`src/rtl/i2c_st_pkg.sv`:
```
package i2c_st_pkg;
  typedef enum logic [7:0] {
    ST_ADDR_ACK = 8'hA8,
    ST_TX_ACK   = 8'hB8,
    ST_TX_NACK  = 8'hC0,
    ST_LAST_ACK = 8'hC8,
    ST_SCL_TMO  = 8'hD8,
    ST_NONE     = 8'hF8
  } st_code_e;

  localparam logic [1:0] REG_CTRL = 2'd0;
  localparam logic [1:0] REG_STAT = 2'd1;
  localparam logic [1:0] REG_DATA = 2'd2;

  localparam int CB_AA  = 0;
  localparam int CB_SI  = 1;
  localparam int CB_STO = 2;
  localparam int CB_STA = 3;
endpackage

```
`src/rtl/i2c_st_sync.sv`:
```
module i2c_st_sync #(
  parameter int N      = 2,
  parameter int STAGES = 2
) (
  input  logic         clk_i,
  input  logic         rst_ni,
  input  logic [N-1:0] in_i,
  output logic [N-1:0] lvl_o,
  output logic [N-1:0] rise_o,
  output logic [N-1:0] fall_o
);
  for (genvar g = 0; g < N; g++) begin : g_line
    logic [STAGES-1:0] ff;
    logic              prev;
    always_ff @(posedge clk_i or negedge rst_ni) begin
      if (!rst_ni) begin
        ff   <= '1;
        prev <= 1'b1;
      end else begin
        ff   <= {ff[STAGES-2:0], in_i[g]};
        prev <= ff[STAGES-1];
      end
    end
    assign lvl_o[g]  = ff[STAGES-1];
    assign rise_o[g] = ff[STAGES-1] & ~prev;
    assign fall_o[g] = ~ff[STAGES-1] & prev;
  end
endmodule

```
`src/rtl/i2c_st_timeout.sv`:
```
module i2c_st_timeout #(
  parameter int PRESC_DIV = 50000,
  parameter int TO_TICKS  = 25
) (
  input  logic clk_i,
  input  logic rst_ni,
  input  logic scl_i,
  output logic to_o
);
  localparam int PW = (PRESC_DIV > 1) ? $clog2(PRESC_DIV) : 1;
  localparam int TW = $clog2(TO_TICKS + 1);

  logic [PW-1:0] pcnt;
  logic [TW-1:0] tcnt;
  logic          tick;

  assign tick = (pcnt == PW'(PRESC_DIV - 1));

  always_ff @(posedge clk_i or negedge rst_ni) begin
    if (!rst_ni) begin
      pcnt <= '0;
      tcnt <= '0;
      to_o <= 1'b0;
    end else begin
      pcnt <= tick ? '0 : pcnt + 1'b1;
      to_o <= 1'b0;
      if (scl_i) begin
        tcnt <= '0;
      end else if (tick && tcnt != TW'(TO_TICKS)) begin
        tcnt <= tcnt + 1'b1;
        if (tcnt == TW'(TO_TICKS - 1)) to_o <= 1'b1;
      end
    end
  end

  p_tmo_low_r12: assert property (@(posedge clk_i) disable iff (!rst_ni)
    to_o |-> !$past(scl_i));
endmodule

```
`src/rtl/i2c_st_startgen.sv`:
```
module i2c_st_startgen #(
  parameter int START_HOLD = 16
) (
  input  logic clk_i,
  input  logic rst_ni,
  input  logic req_i,
  input  logic cancel_i,
  input  logic start_i,
  input  logic stop_i,
  input  logic scl_i,
  input  logic sda_i,
  output logic pend_o,
  output logic drive_o
);
  localparam int HW = (START_HOLD > 1) ? $clog2(START_HOLD) : 1;

  logic          busy;
  logic [HW-1:0] hcnt;

  always_ff @(posedge clk_i or negedge rst_ni) begin
    if (!rst_ni) busy <= 1'b0;
    else if (start_i) busy <= 1'b1;
    else if (stop_i) busy <= 1'b0;
  end

  always_ff @(posedge clk_i or negedge rst_ni) begin
    if (!rst_ni) begin
      pend_o  <= 1'b0;
      drive_o <= 1'b0;
      hcnt    <= '0;
    end else if (cancel_i) begin
      pend_o  <= 1'b0;
      drive_o <= 1'b0;
      hcnt    <= '0;
    end else if (drive_o) begin
      hcnt <= hcnt + 1'b1;
      if (hcnt == HW'(START_HOLD - 1)) drive_o <= 1'b0;
    end else if (req_i) begin
      pend_o <= 1'b1;
    end else if (pend_o && !busy && scl_i && sda_i) begin
      drive_o <= 1'b1;
      pend_o  <= 1'b0;
      hcnt    <= '0;
    end
  end

  p_start_after_pend_r11: assert property (@(posedge clk_i) disable iff (!rst_ni)
    $rose(drive_o) |-> $past(pend_o));
endmodule

```
`src/rtl/i2c_st_engine.sv`:
```
module i2c_st_engine
  import i2c_st_pkg::*;
#(
  parameter logic [6:0] OWN_ADDR = 7'h2A
) (
  input  logic       clk_i,
  input  logic       rst_ni,
  input  logic       sda_i,
  input  logic       scl_rise_i,
  input  logic       scl_fall_i,
  input  logic       start_i,
  input  logic       stop_i,
  input  logic       aa_i,
  input  logic [7:0] data_i,
  input  logic       load_i,
  input  logic       release_i,
  output logic       ev_o,
  output logic [7:0] code_o,
  output logic       sda_low_o
);
  typedef enum logic [2:0] {E_IDLE, E_ADDR, E_AACK, E_WAIT, E_TX, E_MACK} eng_st_e;

  eng_st_e    st;
  logic [7:0] sh;
  logic [3:0] cnt;
  logic       last;
  logic       nack;

  always_ff @(posedge clk_i or negedge rst_ni) begin
    if (!rst_ni) begin
      st        <= E_IDLE;
      sh        <= '0;
      cnt       <= '0;
      last      <= 1'b0;
      nack      <= 1'b0;
      ev_o      <= 1'b0;
      code_o    <= ST_NONE;
      sda_low_o <= 1'b0;
    end else begin
      ev_o <= 1'b0;
      if (release_i || stop_i) begin
        st        <= E_IDLE;
        sda_low_o <= 1'b0;
      end else if (start_i) begin
        st        <= E_ADDR;
        cnt       <= '0;
        sda_low_o <= 1'b0;
      end else begin
        unique case (st)
          E_IDLE: ;
          E_ADDR: begin
            if (scl_rise_i) begin
              sh  <= {sh[6:0], sda_i};
              cnt <= cnt + 1'b1;
            end else if (scl_fall_i && cnt == 4'd8) begin
              if (sh[7:1] == OWN_ADDR && sh[0] && aa_i) begin
                st        <= E_AACK;
                sda_low_o <= 1'b1;
              end else begin
                st <= E_IDLE;
              end
            end
          end
          E_AACK: if (scl_fall_i) begin
            sda_low_o <= 1'b0;
            ev_o      <= 1'b1;
            code_o    <= ST_ADDR_ACK;
            st        <= E_WAIT;
          end
          E_WAIT: if (load_i) begin
            sh        <= data_i;
            last      <= ~aa_i;
            cnt       <= '0;
            sda_low_o <= ~data_i[7];
            st        <= E_TX;
          end
          E_TX: if (scl_fall_i) begin
            if (cnt == 4'd7) begin
              sda_low_o <= 1'b0;
              st        <= E_MACK;
            end else begin
              sh        <= {sh[6:0], 1'b0};
              sda_low_o <= ~sh[6];
              cnt       <= cnt + 1'b1;
            end
          end
          E_MACK: begin
            if (scl_rise_i) nack <= sda_i;
            else if (scl_fall_i) begin
              ev_o   <= 1'b1;
              code_o <= nack ? ST_TX_NACK : (last ? ST_LAST_ACK : ST_TX_ACK);
              st     <= E_WAIT;
            end
          end
          default: st <= E_IDLE;
        endcase
      end
    end
  end

  p_quiet_idle_r2: assert property (@(posedge clk_i) disable iff (!rst_ni)
    (st == E_IDLE) |-> !sda_low_o);
  p_code_legal_r7: assert property (@(posedge clk_i) disable iff (!rst_ni)
    ev_o |-> (code_o == ST_ADDR_ACK || code_o == ST_TX_ACK ||
              code_o == ST_TX_NACK || code_o == ST_LAST_ACK));
endmodule

```
`src/rtl/i2c_slv_tx.sv`:
```
module i2c_slv_tx
  import i2c_st_pkg::*;
#(
  parameter logic [6:0] OWN_ADDR   = 7'h2A,
  parameter int         PRESC_DIV  = 50000,
  parameter int         TO_TICKS   = 25,
  parameter int         START_HOLD = 16,
  parameter int         SYNC_STG   = 2
) (
  input  logic       clk_i,
  input  logic       rst_ni,
  input  logic       reg_we_i,
  input  logic [1:0] reg_addr_i,
  input  logic [7:0] reg_wdata_i,
  output logic [7:0] reg_rdata_o,
  output logic       irq_o,
  input  logic       scl_i,
  input  logic       sda_i,
  output logic       sda_oe_o
);
  logic [1:0] lvl, rise, fall;
  logic       scl_s, sda_s, start_det, stop_det;

  i2c_st_sync #(.N(2), .STAGES(SYNC_STG)) u_sync (
    .clk_i, .rst_ni, .in_i({scl_i, sda_i}),
    .lvl_o(lvl), .rise_o(rise), .fall_o(fall)
  );
  assign scl_s     = lvl[1];
  assign sda_s     = lvl[0];
  assign start_det = fall[0] & scl_s;
  assign stop_det  = rise[0] & scl_s;

  logic       si, aa;
  logic [7:0] status, data;
  logic       wr_ctrl, clr, aa_eff;
  logic       load, rel, req, cancel;
  logic       from_ab, from_cx, from_tmo;

  assign wr_ctrl  = reg_we_i && reg_addr_i == REG_CTRL;
  assign clr      = wr_ctrl && si && !reg_wdata_i[CB_SI];
  assign aa_eff   = wr_ctrl ? reg_wdata_i[CB_AA] : aa;
  assign from_ab  = status == ST_ADDR_ACK || status == ST_TX_ACK;
  assign from_cx  = status == ST_TX_NACK || status == ST_LAST_ACK;
  assign from_tmo = status == ST_SCL_TMO;
  assign load     = clr && from_ab && !reg_wdata_i[CB_STO];
  assign rel      = clr && (from_cx || from_tmo || reg_wdata_i[CB_STO]);
  assign req      = clr && from_cx && reg_wdata_i[CB_STA];
  assign cancel   = clr && from_tmo;

  logic       eng_ev, eng_low, tmo_ev, pend, gen_drive;
  logic [7:0] eng_code;

  i2c_st_engine #(.OWN_ADDR(OWN_ADDR)) u_eng (
    .clk_i, .rst_ni,
    .sda_i(sda_s), .scl_rise_i(rise[1]), .scl_fall_i(fall[1]),
    .start_i(start_det), .stop_i(stop_det),
    .aa_i(aa_eff), .data_i(data), .load_i(load), .release_i(rel),
    .ev_o(eng_ev), .code_o(eng_code), .sda_low_o(eng_low)
  );

  i2c_st_timeout #(.PRESC_DIV(PRESC_DIV), .TO_TICKS(TO_TICKS)) u_tmo (
    .clk_i, .rst_ni, .scl_i(scl_s), .to_o(tmo_ev)
  );

  i2c_st_startgen #(.START_HOLD(START_HOLD)) u_sgen (
    .clk_i, .rst_ni, .req_i(req), .cancel_i(cancel),
    .start_i(start_det), .stop_i(stop_det),
    .scl_i(scl_s), .sda_i(sda_s),
    .pend_o(pend), .drive_o(gen_drive)
  );

  always_ff @(posedge clk_i or negedge rst_ni) begin
    if (!rst_ni) begin
      si     <= 1'b0;
      aa     <= 1'b0;
      status <= ST_NONE;
      data   <= '0;
    end else begin
      if (wr_ctrl) aa <= reg_wdata_i[CB_AA];
      if (reg_we_i && reg_addr_i == REG_DATA) data <= reg_wdata_i;
      if (tmo_ev) begin
        si     <= 1'b1;
        status <= ST_SCL_TMO;
      end else if (eng_ev) begin
        si     <= 1'b1;
        status <= eng_code;
      end else if (clr) begin
        si     <= 1'b0;
        status <= ST_NONE;
      end
    end
  end

  always_comb begin
    unique case (reg_addr_i)
      REG_CTRL: reg_rdata_o = {4'b0, pend, 1'b0, si, aa};
      REG_STAT: reg_rdata_o = status;
      REG_DATA: reg_rdata_o = data;
      default:  reg_rdata_o = '0;
    endcase
  end

  assign irq_o    = si;
  assign sda_oe_o = eng_low | gen_drive;

  p_idle_code_r5: assert property (@(posedge clk_i) disable iff (!rst_ni)
    !si |-> status == ST_NONE);
  p_ev_irq_r4: assert property (@(posedge clk_i) disable iff (!rst_ni)
    (eng_ev || tmo_ev) |=> si);
endmodule

```
`config.mk`:
```
export PLATFORM = sky130hd
export DESIGN_NAME = i2c_slv_tx
export DESIGN_NICKNAME = d
export VERILOG_FILES = /design/src/rtl/i2c_st_pkg.sv /design/src/rtl/i2c_st_sync.sv /design/src/rtl/i2c_st_timeout.sv /design/src/rtl/i2c_st_startgen.sv /design/src/rtl/i2c_st_engine.sv /design/src/rtl/i2c_slv_tx.sv
export SDC_FILE = /design/constraint.sdc
export NUM_CORES = 1
export LEC_CHECK = 0
export CAP_MARGIN = 15
export CORE_MARGIN = 4
export CORE_UTILIZATION = 47
export DETAILED_ROUTE_END_ITERATION = 8
export PLACE_DENSITY = 0.65
export SLEW_MARGIN = 20
export SYNTH_ARGS = -nofsm -noshare
export SYNTH_HDL_FRONTEND = slang
export SYNTH_HIERARCHICAL = 1
export SYNTH_SLANG_ARGS = --single-unit
```
`constraint.sdc`:
```
create_clock -name clk_i -period 3.4 [get_ports clk_i]
set_input_delay 0.68 -clock clk_i [delete_from_list [all_inputs] [get_ports clk_i]]
set_output_delay 0.68 -clock clk_i [all_outputs]
set_load 0.1 [all_outputs]
```
* Word level (Yosys, flattened, before mapping)
Cells that the tools add are included.
** Word-level totals
- Output and inout bits :: 10
- Word-level logic and storage cells :: 201
- Bits in latches :: 0
- Memory bits (writable) :: 0
- Memory bits (read-only) :: 0
- Register bits :: 80
- Memories :: 0
** Cells by class
- Shifts and indexed selects :: 0
- Divide/modulo/power cells :: 0
- $lt $le $gt $ge :: 0
- Eq/ne operators :: 41
- Mux-type cells :: 72
- Reduce and logical (&&, ||, !) cells :: 45
- $add $sub $neg :: 4
- Bitwise logic cells :: 16
- Multiply operators :: 0
** Operators by type and width (number)
- $mux 8 :: 11
- $pmux 8 s3 :: 2
- $eq 8x8->1 const B :: 5
- $mux 4 :: 9
- $mux 1 :: 31
- $mux 3 :: 9
- $reduce_and 7->1 :: 3
- $ne 4x2->1 const B :: 5
- $pmux 3 s6 :: 1
- $logic_and 1x1->1 :: 17
- $add 16x1->16 const B :: 1
- $eq 16x16->1 const B :: 1
- $mux 16 :: 1
- $pmux 8 s2 :: 1
- $pmux 4 s3 :: 1
- $reduce_and 6->1 :: 2
- $reduce_bool 3->1 :: 4
- $mux 5 :: 2
- $ne 3x2->1 const B :: 3
- $not 1->1 :: 9
- $add 4x1->4 const B :: 2
- $eq 4x4->1 const B :: 2
- $ne 2x1->1 const B :: 4
- $ne 2x2->1 const B :: 4
- 29 further kinds :: 48

* Depth between registers and ports, before layout
Gate-level depths: netlist (run 1).
- Depth in word-level cells :: 10
- Mapped depth :: 10
- Mapped depth without buffers :: 8

* Cells and area by module
The synthesis (run 1) kept the hierarchy.
** By module, submodules not included
- i2c_st_engine :: times used 1, cells each 151, area each 1423.9 sq um
- i2c_st_timeout :: times used 1, cells each 105, area each 1109.8 sq um
- i2c_slv_tx :: times used 1, cells each 90, area each 983.4 sq um
- i2c_st_startgen :: times used 1, cells each 35, area each 360.3 sq um
- i2c_st_sync :: times used 1, cells each 12, area each 207.7 sq um

* Worst setup path after synthesis (run 1)
OpenSTA, ideal clock, no wires.
- Kind :: flip-flop to output port
- Start :: reg si (netlist: irq_o)
- End :: out reg_rdata_o[1]
- Arrival time :: 3.210 ns
- Buffers on the path :: 0
- Path slack :: -0.490 ns
- Required time :: 2.720 ns
- Stages on the path, launching flop included :: 3
- Cell sequence :: dfrtp_1 mux2i_1 o21ai_0
** On the way
- Word-level cells in the longest chain between the ends :: 1
** Ends and longest elaborated chain
- start: declaration :: RTL line i2c_slv_tx.sv:33 : logic si, aa;
- start signal: assignment :: RTL line i2c_slv_tx.sv:74 : si <= 1'b0;
- start signal: assignment :: RTL line i2c_slv_tx.sv:82 : si <= 1'b1;
- start signal: assignment :: RTL line i2c_slv_tx.sv:85 : si <= 1'b1;
- $pmux 8 s3 :: RTL line i2c_slv_tx.sv:95 : unique case (reg_addr_i)
- end: declaration :: RTL line i2c_slv_tx.sv:15 : output logic [7:0] reg_rdata_o,
Every way passes these cells.

* Final worst setup path (run 1)
- Start :: in reg_addr_i[1]
- End :: out reg_rdata_o[4]
** On the way
- Word-level cells in the longest chain between the ends :: 2
- Elaborated cells between the ends (all ways) :: 4
** Ends and longest elaborated chain
- start: declaration :: RTL line i2c_slv_tx.sv:13 : input logic [1:0] reg_addr_i,
- $eq 2x2->1 (tied with other cells) :: RTL line i2c_slv_tx.sv:95
- $pmux 8 s3 * :: RTL line i2c_slv_tx.sv:95
Mark *: on every way between the ends. The rest lies on a longest branch, timed or not.

==> impl_metrics.sql, run 1 <==
INSERT INTO impl_metrics (metric_group, metric, value, unit) VALUES
('global_routing', 'globalRouteOverflowTotal', '0', ''),
('global_routing', 'grt_pass1_vias', '2851', ''),
('die', 'fp.dieArea', '10250', 'µm²'),
('cts', 'clk_latency', '350', 'ps'),
('finish', 'nets', '434', ''),
('placement', 'dp.final_hpwl', '5.846', 'mm'),
('cts', 'worst_setup_hold_path_clk_slew', '70', 'ps'),
('sta', 'post_route_worst_hold_slack', '359.0', 'ps'),
('route', 'ant_nets', '0', ''),
('route', 'detailedRoute.firstPassIterationCount', '4', ''),
('synthesis', 'synth_area', '4085', 'µm²'),
('die', 'die_span_in_x', '101.2', 'µm'),
('sta', 'post-route-min-period', '2845', 'ps'),
('route', 'detail_route.wirelength', '8.277', 'mm'),
('synthesis', 'synth_warnings', '6', ''),
('power', 'leakage', '2.063', 'nW'),
('synthesis', 'synthDominantAreaCellType', 'sky130_fd_sc_hd__dfrtp_1', ''),
('worst_setup_path', 'timing.critical_path.required', '2720', 'ps'),
('die', 'floorplan.io_pins', '25', ''),
('global_routing', 'grt_first_pass_wirelength', '13.77', 'mm'),
('worst_setup_path', 'worst_r2r_startpoint', 'irq_o$_DFFE_PN0P_', ''),
('synthesis', 'synth-seq-cells', '76', ''),
('job', 'max-cap-violations', '0', ''),
('synthesis', 'synth_edf_count', '0', ''),
('die', 'initial_utilization', '48.98', '%'),
('worst_setup_path', 'start_kind', 'input port', ''),
('cts', 'cts_hold_buffers', '0', ''),
('sta', 'tightest_slew', '955.4', 'ps'),
('die', 'rows', '33', ''),
('worst_setup_path', 'crit_path_end_kind', 'primary output', ''),
('placement', 'portBuffers', '24', ''),
('synthesis', 'postSynthCellCount', '393', ''),
('sta', 'fin_skew', '10.48', 'ps'),
('synthesis', 'synth_top_area_share', '37.37', '%'),
('hold_path', 'hold_depth', '0', ''),
('worst_setup_path', 'path_class', 'input port to primary output', ''),
('synthesis', 'average_cell_area_after_synthesis', '10.39', 'µm²'),
('cts', 'postCtsResizedCells', '0', ''),
('worst_setup_path', 'worstReg2RegEnd', 'u_eng/sh[0]$_DFFE_PN0P_', ''),
('finish', 'post-route-cell-area', '4672', 'µm²'),
('synthesis', 'synth_async_sr_flop_share', '100.0', '%'),
('die', 'die_h', '101.2', 'µm'),
('worst_setup_path', 'worst-path-max-fanout', '6', ''),
('route', 'avgRoutedWirePerCell', '15.86', 'µm'),
('global_routing', 'grt_antenna_before_repair', '0', ''),
('power', 'max-vdd-ir-drop', '0.2114', 'mV'),
('cts', 'cts-root-buf', 'sky130_fd_sc_hd__clkbuf_8', ''),
('placement', 'globalplace.congestion', '0.8791', ''),
('cts', 'tritoncts_num_sinks', '76', ''),
('route', 'drt-vias-per-instance', '5.603', ''),
('sta', 'timing.final.max_slew_violations', '0', ''),
('sta', 'final_hold_viol_count', '0', ''),
('synthesis', 'post_synth_most_frequent_cells', '61 x sky130_fd_sc_hd__dfrtp_1, 32 x sky130_fd_sc_hd__nor2_1, 29 x sky130_fd_sc_hd__nand2_1, 21 x sky130_fd_sc_hd__o21ai_0, 15 x sky130_fd_sc_hd__dfstp_2', ''),
('cts', 'clock_tree_from_tritoncts', 'done', ''),
('synthesis', 'synth.top_cells.by_area', 'sky130_fd_sc_hd__dfrtp_1 37%, sky130_fd_sc_hd__dfstp_2 9.6%, sky130_fd_sc_hd__mux2i_1 3.4%, sky130_fd_sc_hd__mux2_2 3.0%, sky130_fd_sc_hd__nor2_1 2.9%', ''),
('finish', 'layout-drive-gt1-share', '18.23', '%'),
('finish', 'areaGrowthSynthToFinish', '14.36', '%'),
('finish', 'fillerInstances', '739', ''),
('sta', 'maxClockFrequency', '0.3515', 'GHz'),
('sta', 'tns', '0', 'ps'),
('cts', 'cts_buffers', '9', ''),
('run_status', 'outcome', 'finished, final reports clean', ''),
('placement', 'place_area', '4422', 'µm²'),
('die', 'core_area', '8341', 'µm²'),
('cts', 'post-cts-setup-buffers', '0', ''),
('sta', 'setup_violations', '0', ''),
('worst_setup_path', 'setup.reg_to_reg.worst_slack', '1030', 'ps'),
('global_routing', 'global_route.usage.total', '17.00', '%'),
('global_routing', 'maximum_number_of_pins_on_one_net_before_global_route_repair', '77', ''),
('sta', 'layout_worst_path_cycle_share', '83.68', '%'),
('synthesis', 'synth_most_common_cell', 'sky130_fd_sc_hd__dfrtp_1', '');
[cell usage in the layout (no fill, tap or decap), types with 5 or more instances in the layout]
cell type | netlist | final
sky130_fd_sc_hd__mux2_2 | 11 | 11
sky130_fd_sc_hd__dfstp_2 | 15 | 15
sky130_fd_sc_hd__nand2_1 | 29 | 29
sky130_fd_sc_hd__nor3_1 | 11 | 11
sky130_fd_sc_hd__a22o_1 | 7 | 7
sky130_fd_sc_hd__mux2i_1 | 14 | 14
sky130_fd_sc_hd__o21ai_0 | 21 | 18
sky130_fd_sc_hd__and2b_2 | 5 | 5
sky130_fd_sc_hd__a21oi_1 | 12 | 12
sky130_fd_sc_hd__and3_1 | 6 | 6
sky130_fd_sc_hd__nand4_1 | 8 | 8
sky130_fd_sc_hd__nor2_1 | 32 | 32
sky130_fd_sc_hd__o21ai_1 | 2 | 5
sky130_fd_sc_hd__buf_4 | 9 | 5
sky130_fd_sc_hd__nand3_1 | 9 | 9
sky130_fd_sc_hd__inv_1 | 13 | 13
sky130_fd_sc_hd__nor2b_1 | 8 | 8
sky130_fd_sc_hd__xnor2_1 | 7 | 7
sky130_fd_sc_hd__and2_1 | 5 | 5
sky130_fd_sc_hd__clkdlybuf4s50_1 | 0 | 13
sky130_fd_sc_hd__clkbuf_8 | 0 | 11
sky130_fd_sc_hd__ha_1 | 7 | 7
sky130_fd_sc_hd__nand2b_1 | 11 | 11
sky130_fd_sc_hd__dfrtp_1 | 61 | 61
sky130_fd_sc_hd__buf_12 | 0 | 8
sky130_fd_sc_hd__xor2_1 | 8 | 8
[stage by stage]
stage                     worst slack, ps  instances  utilization, %  total power, mW
after floorplan                     252.6        395               -            1.597
after global placement              400.0        506           53.02            1.739
after detailed placement            346.6        506           53.02            1.757
after CTS                           590.9        522           56.02            2.619
after global routing                472.5        522           56.02            2.725
final                               554.9        522           56.02            2.597
[registers in the layout, indices dropped and copies added, names as in the netlist, 3 cells and up]
| name | count |
|---|---|
| u_eng/cnt | 4 |
| status | 8 |
| u_eng/code_o | 4 |
| data | 8 |
| u_eng/st | 3 |
| u_tmo/tcnt | 5 |
| u_tmo/pcnt | 16 |
| u_eng/sh | 8 |
| u_sync/g_line.ff | 4 |
| u_sgen/hcnt | 4 |
[worst max-delay path by stage]
stage / cells after the start / slack, ps / from / endpoint
2_1_floorplan: 2 / 250 / irq_o$_DFFE_PN0P_ / reg_rdata_o[1]
3_3_place_gp: 8 / 400 / reg_addr_i[0] / u_eng/sh[0]$_DFFE_PN0P_
3_5_place_dp: 8 / 350 / reg_addr_i[0] / u_eng/sh[0]$_DFFE_PN0P_
4_1_cts: 6 / 590 / reg_addr_i[1] / reg_rdata_o[1]
5_1_grt: 8 / 470 / reg_addr_i[0] / u_eng/sh[0]$_DFFE_PN0P_
6_report: 5 / 550 / reg_addr_i[1] / reg_rdata_o[4]
[cell type report]
class,count,area (µm²),area share (%)
clock buffer,12,155.1,3.321
clock inverter,4,95.09,2.035
inverter,13,48.80,1.044
multi-input combinational,286,1993,42.66
sequential,76,1921,41.11
tap,105,131.4,2.812
timing repair buffer,26,327.8,7.017
[logic make-up (layout without fill, tap and decap cells)]
kind of cell / count (synthesis) / in the layout / share of synthesized area, %
AO/OA/AOI/OAI: 70 / 70 / 11.79
XOR/XNOR: 15 / 15 / 3.216
adder cells (fa/ha/maj): 7 / 7 / 2.144
buffers and inverters: 33 / 55 / 4.380
flip-flops: 76 / 76 / 47.01
multiplexers: 27 / 27 / 7.014
other: 2 / 4 / 0.1838
AND/OR/NAND/NOR: 163 / 163 / 24.26
[critical path, stage by stage]
cell and delay [ps]:
sky130_fd_sc_hd__clkdlybuf4s50_1 540, sky130_fd_sc_hd__buf_4 180, sky130_fd_sc_hd__nor2b_1 340, sky130_fd_sc_hd__a22o_1 240, sky130_fd_sc_hd__buf_12 180
[report_power, final]
part	switching (mW)	internal [mW]	total [mW]
registers	0.139	1.02	1.16
clock network	0.328	0.527	0.855
logic	0.333	0.249	0.582
[layer usage]
| metal | share of wire, % | wire length [µm] | vias to the layer above | track usage (%) |
|---|---|---|---|---|
| met5 | 0 | 0 | - | 0 |
| met4 | 1.9 | 155 | 0 | 7.260 |
| met3 | 3.3 | 272 | 12 | 2.755 |
| met2 | 45 | 3763 | 49 | 26.91 |
| met1 | 49 | 4085 | 1432 | 23.17 |
| li1 | - | - | 1432 | - |
Power figures use the tool's default switching activity.
==> inputs of run 2 (changes only) <==
==> constraint.sdc (replaced) <==
create_clock -name clk_i -period 2.85 [get_ports clk_i]
set_input_delay 0.57 -clock clk_i [delete_from_list [all_inputs] [get_ports clk_i]]
set_output_delay 0.57 -clock clk_i [all_outputs]
set_load 0.1 [all_outputs]
==> impl_metrics.sql, run 2 (synthesis results as in run 1) <==
INSERT INTO impl_metrics (metric_group, metric, value, unit) VALUES
('finish', 'layout-drive-gt1-share', '19.62', '%'),
('die', 'initial_utilization', '48.98', '%'),
('cts', 'post-cts-setup-buffers', '0', ''),
('power', 'p_int', '2.109', 'mW'),
('global_routing', 'grt_antenna_before_repair', '0', ''),
('finish', 'fillerInstances', '720', ''),
('power', 'max-vdd-ir-drop', '0.3131', 'mV'),
('worst_setup_path', 'timing.critical_path.required', '2280', 'ps'),
('route', 'detail_route.drc_violations', '0', ''),
('power', 'power_frac_comb', '22.5', '%'),
('cts', 'cts_htree_levels', '3', ''),
('finish', 'post-route-cell-area', '4726', 'µm²'),
('die', 'die_span_in_x', '101.2', 'µm'),
('cts', 'tritoncts_num_sinks', '76', ''),
('finish', 'registers.top_by_ff_count', 'u_tmo/pcnt', ''),
('route', 'num_vias', '2919', ''),
('hold_path', 'hp-class', 'input port to asynchronous set/reset pin', ''),
('finish', 'multiInputGateArea', '1993', 'µm²'),
('route', 'drt-vias-per-instance', '5.528', ''),
('route', 'initialDrtViolationCount', '109', ''),
('global_routing', 'maximum_number_of_pins_on_one_net_before_global_route_repair', '42', ''),
('worst_setup_path', 'crit_path_end_kind', 'primary output', ''),
('sta', 'layout_worst_path_cycle_share', '91.48', '%'),
('route', 'ant_nets', '0', ''),
('power', 'power_frac_clock', '32.7', '%'),
('sta', 'rsz0062_at_grt', 'no', ''),
('cts', 'clock_tree_from_tritoncts', 'done', ''),
('cts', 'worst_setup_hold_path_clk_slew', '90', 'ps'),
('finish', 'mostFrequentLayoutCells', '61 x sky130_fd_sc_hd__dfrtp_1, 32 x sky130_fd_sc_hd__nor2_1, 29 x sky130_fd_sc_hd__nand2_1, 18 x sky130_fd_sc_hd__o21ai_0, 15 x sky130_fd_sc_hd__dfstp_2', ''),
('worst_setup_path', 'path_class', 'input port to primary output', ''),
('sta', 'final_hold_viol_count', '0', ''),
('sta', 'slew-limit-headroom', '61.73', '%'),
('finish', 'nets', '440', ''),
('sta', 'tns', '0', 'ps'),
('global_routing', 'globalRouteOverflowTotal', '0', ''),
('cts', 'cts_hold_buffers', '0', ''),
('cts', 'cts-root-buf', 'sky130_fd_sc_hd__clkbuf_8', ''),
('sta', 'timing.final.max_slew_violations', '0', ''),
('worst_setup_path', 'worst_ep_arrival_time', '2040', 'ps'),
('power', 'power-per-cell-area', '652.9', 'nW/µm²'),
('sta', 'post-route-min-period', '2607', 'ps'),
('die', 'die_h', '101.2', 'µm'),
('global_routing', 'global_route.usage.total', '17.41', '%'),
('placement', 'portBuffers', '24', ''),
('run_status', 'outcome', 'finished, final reports clean', ''),
('sta', 'setup_violations', '0', ''),
('global_routing', 'grt_pass1_vias', '2893', ''),
('worst_setup_path', 'worst-path-max-fanout', '8', ''),
('power', 'fraction_of_power_spent_switching_nets', '31.64', '%'),
('sta', 'maxClockFrequency', '0.3835', 'GHz'),
('placement', 'place_area', '4479', 'µm²'),
('placement', 'dp.final_hpwl', '5.995', 'mm'),
('power', 'total_power', '3.086', 'mW'),
('worst_setup_path', 'start_kind', 'input port', ''),
('global_routing', 'grt_first_pass_wirelength', '14.22', 'mm'),
('die', 'rows', '33', ''),
('route', 'avgRoutedWirePerCell', '15.57', 'µm'),
('placement', 'globalplace.congestion', '0.8515', ''),
('finish', 'areaGrowthSynthToFinish', '15.68', '%'),
('sta', 'fin_skew', '10.75', 'ps'),
('job', 'max-cap-violations', '0', ''),
('finish', 'antenna_cells', '0', ''),
('cts', 'cts_buffers', '9', ''),
('cts', 'cts_buffer_depth', '2', ''),
('sta', 'post_route_worst_hold_slack', '166.3', 'ps'),
('die', 'floorplan.io_pins', '25', ''),
('finish', 'final_common_cell', 'sky130_fd_sc_hd__dfrtp_1', ''),
('route', 'detail_route.wirelength', '8.223', 'mm'),
('cts', 'clk_latency', '340', 'ps'),
('finish', 'seqCellArea', '1921', 'µm²'),
('power', 'power_frac_seq', '44.8', '%'),
('cts', 'postCtsResizedCells', '0', ''),
('power', 'leakage', '2.088', 'nW'),
('sta', 'tightest_slew', '574.0', 'ps'),
('die', 'core_area', '8341', 'µm²'),
('power', 'p_sw', '0.9763', 'mW'),
('die', 'fp.dieArea', '10250', 'µm²'),
('route', 'detailedRoute.firstPassIterationCount', '4', ''),
('finish', 'largest_register_ffs', '16', '');
[run 2: changes by cell type in the layout (fill, tap and decap cells not counted)]
cell / change
sky130_fd_sc_hd__inv_6: +2
sky130_fd_sc_hd__buf_12: +1
sky130_fd_sc_hd__buf_4: +5
sky130_fd_sc_hd__clkbuf_1: -1
sky130_fd_sc_hd__clkinvlp_4: +2
sky130_fd_sc_hd__clkbuf_8: -2
sky130_fd_sc_hd__clkinv_2: -1
[run 2: layout make-up]
| type | instances | share of cell area (%) |
|---|---|---|
| multi-input combinational | 286 | 42.18 |
| sequential | 76 | 40.64 |
| timing repair buffer | 32 | 8.155 |
| tap | 105 | 2.780 |
| clock buffer | 9 | 2.621 |
| clock inverter | 7 | 2.595 |
| inverter | 13 | 1.033 |
[run 2: layer usage]
layer,vias up,routed length [µm],share of wire (%),GRT usage (%)
met1,1407,3884,47,24.88
met2,60,3828,47,27.26
met3,6,421,5.1,3.375
met5,-,0,0,0
li1,1446,-,-,-
met4,0,88,1.1,4.601
[run 2: power groups by stage]
stage,sequential [mW],clock [mW],combinational [mW]
after floorplan,1.31,0,0.593
final,1.38,1.01,0.694
after detailed placement,1.40,0,0.700
after global placement,1.40,0,0.686
after global routing,1.41,1.08,0.768
after CTS,1.38,1.04,0.703
[run 2: final timing paths]
check / startpoint / cells after the start / to / slack [ps]
hold reg to reg: u_sync/g_line[1].ff[0]$_DFF_PN1_ / 0 / u_sync/g_line[1].ff[1]$_DFF_PN1_ / 360
max in group asynchronous: rst_ni / 2 / u_sync/g_line[1].prev$_DFF_PN1_ / 2030
hold / removal: rst_ni / 1 / u_eng/sh[2]$_DFFE_PN0P_ / 170
setup reg to reg: status[2]$_DFFE_PN0P_ / 8 / u_eng/sda_low_o$_DFFE_PN0P_ / 570
min in group clk_i: u_sync/g_line[1].ff[0]$_DFF_PN1_ / 0 / u_sync/g_line[1].ff[1]$_DFF_PN1_ / 360
setup / recovery: reg_addr_i[1] / 6 / reg_rdata_o[1] / 240
[run 2: per-stage QoR]
stage,worst slack (ps),utilization (%),cells
finish,242.7,56.66,528
CTS,242.6,56.66,528
floorplan,-187.4,-,395
global placement,92.69,53.71,512
global route,130.4,56.66,528
detailed placement,44.99,53.71,512
[run 2: critical path, cell delays in order]
cell and delay, ps:
sky130_fd_sc_hd__clkdlybuf4s50_1 460, sky130_fd_sc_hd__buf_4 190, sky130_fd_sc_hd__and2b_1 340, sky130_fd_sc_hd__nand2_1 80
sky130_fd_sc_hd__o21ai_1 170, sky130_fd_sc_hd__buf_12 220
